[config.mk]
export PLATFORM = sky130hd
export DESIGN_NAME = sio_regs
export DESIGN_NICKNAME = d
export VERILOG_FILES = /design/src/rtl/sio_regs_pkg.sv /design/src/rtl/sio_rx_fifo.sv /design/src/rtl/sio_ctrl_stat.sv /design/src/rtl/sio_regs.sv
export SDC_FILE = /design/constraint.sdc
export NUM_CORES = 1
export LEC_CHECK = 0
export BUFFER_PORTS_ARGS = -buffer_cell sky130_fd_sc_hd__buf_2
export CAP_MARGIN = 40
export CORE_MARGIN = 8
export CORE_UTILIZATION = 40
export CTS_CLUSTER_SIZE = 10
export DETAILED_ROUTE_END_ITERATION = 12
export PLACE_DENSITY_LB_ADDON = 0.05
export REMOVE_ABC_BUFFERS = 1
export SETUP_SLACK_MARGIN = 0.4
export SLEW_MARGIN = 15
export SYNTH_ARGS = -nofsm -noshare
export SYNTH_HDL_FRONTEND = slang
export SYNTH_SLANG_ARGS = --single-unit
[constraint.sdc]
create_clock -name clk -period 2.65 [get_ports clk]
set_clock_uncertainty 0.15 [all_clocks]
set_input_delay 0.1325 -clock clk [delete_from_list [all_inputs] [get_ports clk]]
set_output_delay 0.1325 -clock clk [all_outputs]
set_load 0.005 [all_outputs]
[src/rtl/sio_regs_pkg.sv]
// Package: shared constants for the serial port register block.
// Assumes a 32-bit data bus and a 16-byte register window.
package sio_regs_pkg;
    localparam int unsigned BUS_W   = 32;
    localparam int unsigned BYTE_W  = 8;

    typedef enum logic [1:0] {
        SEL_RXD  = 2'd0,
        SEL_TXD  = 2'd1,
        SEL_STAT = 2'd2,
        SEL_CTRL = 2'd3
    } reg_sel_e;

    // Status bit positions
    localparam int unsigned ST_RX_VALID = 0;
    localparam int unsigned ST_RX_FULL  = 1;
    localparam int unsigned ST_TX_EMPTY = 2;
    localparam int unsigned ST_PENDING  = 4;

    // Control bit positions
    localparam int unsigned CT_RX_CLR   = 1;
    localparam int unsigned CT_IRQ_EN   = 4;
endpackage

[src/rtl/sio_rx_fifo.sv]
// Module: receive byte queue, a circular store with a wrapping write pointer
// and an occupancy count; the read slot is (write pointer - count) mod DEPTH.
// Assumes DEPTH is a power of two. Flush has priority over push and pop.
module sio_rx_fifo #(
    parameter int unsigned DEPTH = 8,
    parameter int unsigned DW    = 8,
    localparam int unsigned AW   = $clog2(DEPTH),
    localparam int unsigned CW   = $clog2(DEPTH + 1)
) (
    input  logic          clk,
    input  logic          rst_n,
    input  logic          push_req,
    input  logic [DW-1:0] push_data,
    input  logic          pop_req,
    input  logic          flush,
    output logic [DW-1:0] head_data,
    output logic [CW-1:0] count,
    output logic [CW-1:0] count_next,
    output logic          has_room
);
    logic [DW-1:0] store [DEPTH];
    logic [AW-1:0] wr_ptr;
    logic [AW-1:0] rd_slot;
    logic          do_push;
    logic          do_pop;

    // Accept and removal qualification
    always_comb begin
        has_room = (count < CW'(DEPTH));
        do_push  = push_req && has_room && !flush;
        do_pop   = pop_req && (count != '0) && !flush;
        rd_slot  = wr_ptr - count[AW-1:0];
        head_data = store[rd_slot];
    end

    // Next occupancy
    always_comb begin
        if (flush)
            count_next = '0;
        else
            count_next = count + CW'(do_push) - CW'(do_pop);
    end

    // Pointer and count registers
    always_ff @(posedge clk) begin
        if (!rst_n) begin
            wr_ptr <= '0;
            count  <= '0;
        end else begin
            count <= count_next;
            if (flush)
                wr_ptr <= '0;
            else if (do_push)
                wr_ptr <= wr_ptr + AW'(1);
        end
    end

    // Byte storage
    generate
        for (genvar i = 0; i < DEPTH; i++) begin : g_slot
            always_ff @(posedge clk) begin
                if (!rst_n)
                    store[i] <= '0;
                else if (do_push && (wr_ptr == AW'(i)))
                    store[i] <= push_data;
            end
        end
    endgenerate

    // occupancy never passes DEPTH
    a_r5_no_overflow: assert property (@(posedge clk) disable iff (!rst_n)
        count <= CW'(DEPTH));

    // an offer while full leaves the count at DEPTH
    a_r5_drop_full: assert property (@(posedge clk) disable iff (!rst_n)
        (count == CW'(DEPTH) && push_req && !pop_req && !flush) |=> (count == CW'(DEPTH)));

    // simultaneous accepted push and pop keep the count
    a_r6_swap_stable: assert property (@(posedge clk) disable iff (!rst_n)
        (push_req && pop_req && !flush && count != '0 && count != CW'(DEPTH)) |=> $stable(count));

    // flush empties the queue
    a_r9_flush_empty: assert property (@(posedge clk) disable iff (!rst_n)
        flush |=> (count == '0));
endmodule

[src/rtl/sio_ctrl_stat.sv]
// Module: control register, sticky interrupt-pending flag, status word and irq.
// Assumes count_after is the queue occupancy after the current cycle's update.
module sio_ctrl_stat
    import sio_regs_pkg::*;
#(
    parameter int unsigned DEPTH = 8,
    localparam int unsigned CW   = $clog2(DEPTH + 1)
) (
    input  logic             clk,
    input  logic             rst_n,
    input  logic             ctrl_wr,
    input  logic             tx_wr,
    input  logic [BUS_W-1:0] wdata,
    input  logic [CW-1:0]    count_now,
    input  logic [CW-1:0]    count_after,
    output logic [BUS_W-1:0] ctrl_q,
    output logic [BUS_W-1:0] status_word,
    output logic             rx_clear,
    output logic             irq
);
    logic pending;

    assign rx_clear = ctrl_wr && wdata[CT_RX_CLR];

    // Control register storage
    always_ff @(posedge clk) begin
        if (!rst_n)
            ctrl_q <= '0;
        else if (ctrl_wr)
            ctrl_q <= wdata;
    end

    // Sticky pending: cleared by receive reset, set by data or transmit write
    always_ff @(posedge clk) begin
        if (!rst_n)
            pending <= 1'b0;
        else if (rx_clear)
            pending <= 1'b0;
        else if (tx_wr || (count_after != '0))
            pending <= 1'b1;
    end

    // Status word assembly from live count and pending
    always_comb begin
        status_word              = '0;
        status_word[ST_RX_VALID] = (count_now != '0);
        status_word[ST_RX_FULL]  = (count_now == CW'(DEPTH));
        status_word[ST_TX_EMPTY] = 1'b1;
        status_word[ST_PENDING]  = pending;
    end

    // Interrupt output
    assign irq = pending && ctrl_q[CT_IRQ_EN];

    // a transmit write leaves pending set
    a_r8_tx_sets_pending: assert property (@(posedge clk) disable iff (!rst_n)
        (tx_wr && !rx_clear) |=> pending);

    // pending is sticky without a receive reset
    a_r8_sticky: assert property (@(posedge clk) disable iff (!rst_n)
        (pending && !rx_clear) |=> pending);

    // receive reset clears pending
    a_r9_clear_pending: assert property (@(posedge clk) disable iff (!rst_n)
        rx_clear |=> !pending);
endmodule

[src/rtl/sio_regs.sv]
// Module: top of the serial port register block. Decodes single-cycle bus
// accesses, routes pushes and pops into the receive queue, registers the
// transmit strobe and the status-write error flag.
// Assumes one access per cycle; reads return data combinationally.
module sio_regs
    import sio_regs_pkg::*;
#(
    parameter int unsigned DEPTH = 8,
    localparam int unsigned CW   = $clog2(DEPTH + 1)
) (
    input  logic              clk,
    input  logic              rst_n,
    input  logic              bus_sel,
    input  logic              bus_we,
    input  logic [3:0]        bus_addr,
    input  logic [BUS_W-1:0]  bus_wdata,
    output logic [BUS_W-1:0]  bus_rdata,
    input  logic              rx_in_valid,
    input  logic [BYTE_W-1:0] rx_in_data,
    output logic              rx_in_ready,
    output logic              tx_out_valid,
    output logic [BYTE_W-1:0] tx_out_data,
    output logic              irq,
    output logic              wr_err
);
    reg_sel_e          sel;
    logic              rd_rx, wr_tx, wr_stat, wr_ctrl;
    logic [BUS_W-1:0]  tx_q;
    logic [BUS_W-1:0]  ctrl_q;
    logic [BUS_W-1:0]  status_word;
    logic [BYTE_W-1:0] head_data;
    logic [CW-1:0]     count;
    logic [CW-1:0]     count_next;
    logic              rx_clear;
    logic              unused_addr_lsb;

    assign unused_addr_lsb = ^bus_addr[1:0];

    // Access decode
    always_comb begin
        sel     = reg_sel_e'(bus_addr[3:2]);
        rd_rx   = bus_sel && !bus_we && (sel == SEL_RXD);
        wr_tx   = bus_sel &&  bus_we && (sel == SEL_TXD);
        wr_stat = bus_sel &&  bus_we && (sel == SEL_STAT);
        wr_ctrl = bus_sel &&  bus_we && (sel == SEL_CTRL);
    end

    sio_rx_fifo #(.DEPTH(DEPTH), .DW(BYTE_W)) u_fifo (
        .clk        (clk),
        .rst_n      (rst_n),
        .push_req   (rx_in_valid),
        .push_data  (rx_in_data),
        .pop_req    (rd_rx),
        .flush      (rx_clear),
        .head_data  (head_data),
        .count      (count),
        .count_next (count_next),
        .has_room   (rx_in_ready)
    );

    sio_ctrl_stat #(.DEPTH(DEPTH)) u_cs (
        .clk         (clk),
        .rst_n       (rst_n),
        .ctrl_wr     (wr_ctrl),
        .tx_wr       (wr_tx),
        .wdata       (bus_wdata),
        .count_now   (count),
        .count_after (count_next),
        .ctrl_q      (ctrl_q),
        .status_word (status_word),
        .rx_clear    (rx_clear),
        .irq         (irq)
    );

    // Transmit holding register and outgoing strobe
    always_ff @(posedge clk) begin
        if (!rst_n) begin
            tx_q         <= '0;
            tx_out_valid <= 1'b0;
            tx_out_data  <= '0;
        end else begin
            tx_out_valid <= wr_tx;
            if (wr_tx) begin
                tx_q        <= bus_wdata;
                tx_out_data <= bus_wdata[BYTE_W-1:0];
            end
        end
    end

    // Status-write error flag
    always_ff @(posedge clk) begin
        if (!rst_n)
            wr_err <= 1'b0;
        else
            wr_err <= wr_stat;
    end

    // Read data multiplexer
    always_comb begin
        unique case (sel)
            SEL_RXD:  bus_rdata = {{(BUS_W-BYTE_W){1'b0}}, head_data};
            SEL_TXD:  bus_rdata = tx_q;
            SEL_STAT: bus_rdata = status_word;
            default:  bus_rdata = ctrl_q;
        endcase
    end

    // a transmit write strobes the output next cycle
    a_r7_tx_strobe: assert property (@(posedge clk) disable iff (!rst_n)
        wr_tx |=> (tx_out_valid && tx_out_data == $past(bus_wdata[BYTE_W-1:0])));

    // status write flags an error next cycle
    a_r10_err_pulse: assert property (@(posedge clk) disable iff (!rst_n)
        wr_stat |=> wr_err);

    // status write leaves control unchanged
    a_r10_no_ctrl_change: assert property (@(posedge clk) disable iff (!rst_n)
        wr_stat |=> $stable(ctrl_q));

    // interrupt only when enabled
    a_r8_irq_gated: assert property (@(posedge clk) disable iff (!rst_n)
        irq |-> ctrl_q[CT_IRQ_EN]);
endmodule

# Yosys cells after proc, flatten, opt, wreduce, memory -nomap -nowiden
# Memory sizes are Yosys's and may differ from the RTL's.
# Cells that the tools add are included.
[classes]
magnitude_cmp = 1
bitwise_logic = 9
n_eq_ne = 11
n_reduce_logical = 28
muxes = 35
addsub = 4
[ops]
columns = ["cell", "n"]
rows = [
  ["32-bit one-hot mux with 3 select lines", 1],
  ["8-bit 2-to-1 mux", 8],
  ["1-bit 2-to-1 mux", 25],
  ["1-bit logical AND", 20],
  ["3-bit == test, second input constant", 4],
  ["1-bit bitwise OR", 8],
  ["4-bit nonzero test", 2],
  ["3-bit by 2-bit == test with 1-bit output, second input constant", 2],
  ["4-bit by 1-bit adder with 4-bit output", 1],
  ["2-bit == test, second input constant", 2],
  ["4-bit == test, second input constant", 1],
  ["4-bit < comparator, second input constant", 1],
  ["4-bit 2-to-1 mux", 1],
  ["4-bit by 1-bit subtractor with 4-bit output", 1],
  ["3-bit by 1-bit adder with 3-bit output, second input constant", 1],
  ["3-bit by 1-bit == test with 1-bit output, second input constant", 1],
  ["3-bit zero test", 1],
  ["3-bit subtractor", 1],
  ["2-bit by 1-bit == test with 1-bit output, second input constant", 1],
  ["1-bit zero test", 2],
  ["2-bit zero test", 1],
  ["2-bit OR reduction", 1],
  ["1-bit logical OR", 1],
  ["1-bit inverter", 1],
]
[totals]
ram_bits = 64
inputBits = 49
out_inout_bits = 44
n_memories = 1
register_bits = 82
elab_cells = 97
[mem_list]
columns = ["memory", "depth", "width", "read_ports", "rd_ports_with_merged_regs", "wr", "line_no", "rtl"]
rows = [
  ["u_fifo.store", 8, 8, 1, 0, 8, "sio_rx_fifo.sv:21", "logic [DW-1:0] store [DEPTH];"],
]

# Longest topological paths before layout
[logic_depth]
depth_word = 10
mapped_depth = 11

# Modules after synthesis
# From an unflattened synthesis, not the netlist that was laid out.
[unflattened]
cells_unflattened = 617
hier_area_um2 = 7259.5
[by_module_without_submodules]
columns = ["mod", "instances", "area_each_um2", "seq_area_each_um2", "cells_per_inst"]
rows = [
  ["sio_rx_fifo", 1, 3604.7, 2062.0, 250],
  ["sio_regs", 1, 2158.3, 680.7, 224],
  ["sio_ctrl_stat", 1, 1496.4, 660.6, 143],
]

# Worst setup path after synthesis
# No wires, ideal clock.
[synth_path]
kind = "flip-flop to output port"
startpoint = "register u_fifo.wr_ptr[0]"
endpoint = "output port bus_rdata[2]"
arrival_time_ps = 2082
stages_incl_launch_ff = 10
slack_ps = 285
cell_sequence = "dfxtp_1 inv_1 ha_1 inv_1 fa_1 buf_1 buf_2 mux4_2 mux2i_1 a22oi_1"
[synth_between]
elab_chain_cells = 3
[synth_lines]
columns = ["element", "line_no", "rtl"]
rows = [
  ["start, declared", "sio_rx_fifo.sv:22", "logic [AW-1:0] wr_ptr;"],
  ["start signal, assigned", "sio_rx_fifo.sv:54", "wr_ptr <= wr_ptr + AW'(1);"],
  ["3-bit subtractor", "sio_rx_fifo.sv:32", "rd_slot = wr_ptr - count[AW-1:0];"],
  ["memory read 8 x 8 bit", "--", ""],
  ["32-bit one-hot mux with 3 select lines", "sio_regs.sv:100", "unique case (sel)"],
  ["end, declared", "sio_regs.sv:17", "output logic [BUS_W-1:0] bus_rdata,"],
]
# No other way between the ends.

# Final worst setup path
# Ends and elaborated chain as after synthesis.

==> summary.md <==
The flow ran to the end, but the final reports show violations. The final reports fail on setup timing. Following the worst setup path forward leads to its endpoint at bus_rdata[2]. STA classifies the critical path startpoint as a register. For this configuration, the core starts out at a cell density of 40.4%. The library cell occupying the most area in the post-synthesis netlist is sky130_fd_sc_hd__edfxtp_1. The depth of the most critical reg-to-reg path is 10. Counting instances in the post-synthesis netlist gives the leading cell types as sky130_fd_sc_hd__nand2_1 (145), sky130_fd_sc_hd__dfxtp_1 (74), sky130_fd_sc_hd__and2_1 (66).

The tools report the number of primary I/O pins as 93. Setup violations remaining at the end of the flow were counted as 8. Synthesis inferred 138 register bits. The tools report the final number of max-transition violations as 0.

The count of nets left with antenna violations once routing finished came out at 0. The worst-margin pin slew is 0.605 ns, and the number of distinct library cell variants in the gate-level netlist after synthesis is 43. Dividing the detail-routed wire length by the instance count gives 16.6 um. The tools report the detailed-routing iteration count for the pre-antenna-repair pass as 4. The H-tree was split into 4 levels. Global routing finished with a remaining overflow of 0. Of the cells placed in the final design, the portion with a size suffix greater than 1 is 26.6%.

The Yosys step of the flow raised 0 warnings. The most frequent cell after synthesis was sky130_fd_sc_hd__nand2_1. Buffers inserted during clock tree synthesis total 17. Synthesis handed over a netlist of 621 instances. The die covers 0.0209 mm2.

After the first detailed-routing iteration, the DRC count stood at 340. Global routing consumed, over all layers together, 16.4% of the routing resources. The overall die height is 145 um. The latest clock arrival within the worst-skew pair was 0.41 ns; the shortest period the worst path allows was 2.79 ns. The proportion of synthesized flip-flops having asynchronous set or reset was 0%. The area overhead of the layout relative to synthesis was 29.7%; the standard-cell row count was 47. The number of hold-slack violations in the final timing report came out at 0. The HPWL after detailed placement is 10.8 mm.

The horizontal extent of the die is 145 um. Traced cell by cell, the critical path runs through inv_2 > ha_4 > inv_2 > fa_2 > buf_12 > buf_12 > mux4_2 > mux2i_1 > a22oi_1 > buf_2. Setup repair after global routing could not meet its margin everywhere. The count of input and output buffers works out to 90. The largest stage delay on the critical path was 0.58 ns. Classification of the worst setup path: register to output port.

In this run the static leakage power is 3.38 nW. Power spread over the standard cell area amounts to 818 mW/mm2. The setup slack of the critical path after layout is -0.140 ns, and the count of flip-flops with a built-in enable after synthesis is 64. The number of global-route vias before repair is 4939, and the depth of the critical timing path with buffers and inverters included is 10. Area of the core: 0.0163 mm2. Static timing analysis puts the maximum clock frequency at 358 MHz.

In this run the worst path has a maximum fanout of 8. The final wirelength is 16.4 mm, and the via total after detailed routing is 4821. On the critical path the largest part of the delay comes from adder cells. Hold is met by 0.0999 ns.

Across the run, the number of max-cap violations was 0. The most used flip-flop cell after synthesis is sky130_fd_sc_hd__dfxtp_1. The mean instance size in the synthesized netlist works out to 10.6 um2. By area the synthesized netlist is led by sky130_fd_sc_hd__edfxtp_1 (29%), sky130_fd_sc_hd__dfxtp_1 (22%), sky130_fd_sc_hd__nand2_1 (8.2%).

TritonCTS built the clock tree. The tree is rooted in a sky130_fd_sc_hd__clkbuf_16. On the critical path, the stage with the largest delay is an instance of sky130_fd_sc_hd__fa_2. The setup check on the worst reg-to-reg path leaves a slack of 0.35 ns. The repair_antennas step left the layout with diodes totalling 0. For this run, design rule violations remaining after detail routing come to 0. The tools report the number of antenna violations at the first check in global routing as 0. In this run the biggest area consumer among cell types represents 29.1% of the synthesized area. The share of the Yosys chip area taken by registers is 51.5%. The maximum number of pins on one net before global-route repair is 51.

The startpoint of the most critical hold path was rst_n. For this run, the post-layout net count is 822. STA puts the critical path data arrival time at 2.51 ns. Together, buffers and inverters on the worst path number 5. The start point of the critical path is u_fifo.wr_ptr[0].

CTS saw 138 sinks. In this run the worst hold path is classified as input port to register. The logs give 448 uV for the maximum resistive drop on vdd and 0.162 ns for the setup slack after placement. The worst pin sits at a relative slew slack of 59.5%. Cells fill 52.4% of the core in the end.

Of the available clock period, the critical path in the final layout requires 105%. The worst setup path is captured at an output port. The first-pass GRT wire length was 26.2 mm; the deepest clock path buffer count was 2. Data on the critical path is required at its endpoint by 2.37 ns. The logs give 0.00661 mm2 for the synthesized area and 0.806 for the global placement routability congestion. Clock-pin slew was measured on the worst setup and hold paths at 0.06 ns. After detailed routing, the number of vias per cell comes to 4.86. The destination of the worst register-to-register timing path was u_cs.pending. Reg-to-reg critical path startpoint: u_fifo.count[2].
## layout by cell type, fill, tap and decap left out, drive strengths merged, types with 2 or more instances in the layout
master       synthesis  final
nor2                17     17
clkbuf              17     18
nand2              146    146
and3                 4      4
nor2b               25     25
mux4                16     16
xnor2                5      5
or2                  2      2
a21boi              64     64
clkinvlp             0      5
dfxtp               74     74
edfxtp              64     64
a21oi                3      3
a221oi               3      3
fa                   2      2
and2                66     66
o21ai               10     10
dlygate4sd3          0     42
bufinv               0      4
nor3                 2      2
buf                 26    119
mux2                 4      4
mux2i               35     35
inv                 12     15
clkinv               0      2
ha                  13     13
## worst min path at each step
| stage | cells past startpoint | slack, ns | end |
|---|---|---|---|
| after floorplan | 1 | 0.06 | wr_err |
| after global placement | 3 | 0.24 | tx_out_data[6] |
| after detailed placement | 3 | 0.24 | tx_out_data[6] |
| after CTS | 3 | 0.07 | wr_err |
| after global routing | 2 | 0.12 | tx_q[18] |
| final | 3 | 0.1 | wr_err |
## power by group
| part | switching (mW) | total, mW | internal, mW |
|---|---|---|---|
| Clock | 0.925 | 2.50 | 1.58 |
| Combinational | 0.935 | 2.07 | 1.13 |
| Sequential | 0.0675 | 2.44 | 2.37 |
## timing repair
item / CTS / global route
pin swaps: 8 / 7
buffers inserted: 8 / 1
resized for setup: 33 / 8
cloned: 1 / 0
endpoints found under the hold margin: 128 / 0
hold buffers: 42 / 0
setup endpoints to repair: 11 / 12
## metal layers
metal / vias up / GRT usage, % / part of all wire (%)
met2: 72 / 28.0 / 49
met5: - / 0 / 0
met4: 0 / 4.49 / 0.80
met1: 2347 / 20.5 / 46
met3: 12 / 3.63 / 4.0
li1: 2390 / - / -
## through the flow
step / std cells / total power [mW] / TNS (ns) / area (um2)
2_1_floorplan: 578 / 3.46 / 0 / 6390
3_3_place_gp: 907 / 4.00 / 0 / 7280
3_5_place_dp: 907 / 4.03 / 0 / 7280
4_1_cts: 990 / 7.03 / -1.31 / 8530
5_1_grt: 991 / 7.34 / -1.94 / 8570
6_report: 991 / 7.01 / -1.03 / 8570
## cells by family (layout without fill, tap and decap cells)
logic type	count (synthesis)	after routing	share of synthesized area (%)
adders and majority gates	15	15	3.07
AOI/OAI and AO/OA	85	85	9.41
DFF	138	138	51.5
xor gates and xnor gates	5	5	0.947
muxes	55	55	11.4
buffers and inverters	55	205	4.02
and+or+nand+nor	268	268	19.6
## worst min-delay path, cell delays in order
cell                      delay [ns]
sky130_fd_sc_hd__buf_2          0.28
sky130_fd_sc_hd__nand2_1        0.14
sky130_fd_sc_hd__nor3_1         0.05
## state kept, by name, summed over array words and instances (netlist names)
name           count
u_fifo.store      64
tx_out_valid       1
tx_q              25
u_cs.pending       1
wr_err             1
u_cs.ctrl_q       32
u_fifo.count       4
tx_out_data        7
u_fifo.wr_ptr      3
## layout make-up
cell class	instances	area, um2
flip-flops and latches	138	3410
inverters	12	45.0
repair buffers	161	1170
fillers	1503	7780
well taps	220	275
multi-input cells	428	3050
clock buffers	18	429
clock inverters	14	194
Note: power is estimated with default switching activity, not from simulation.
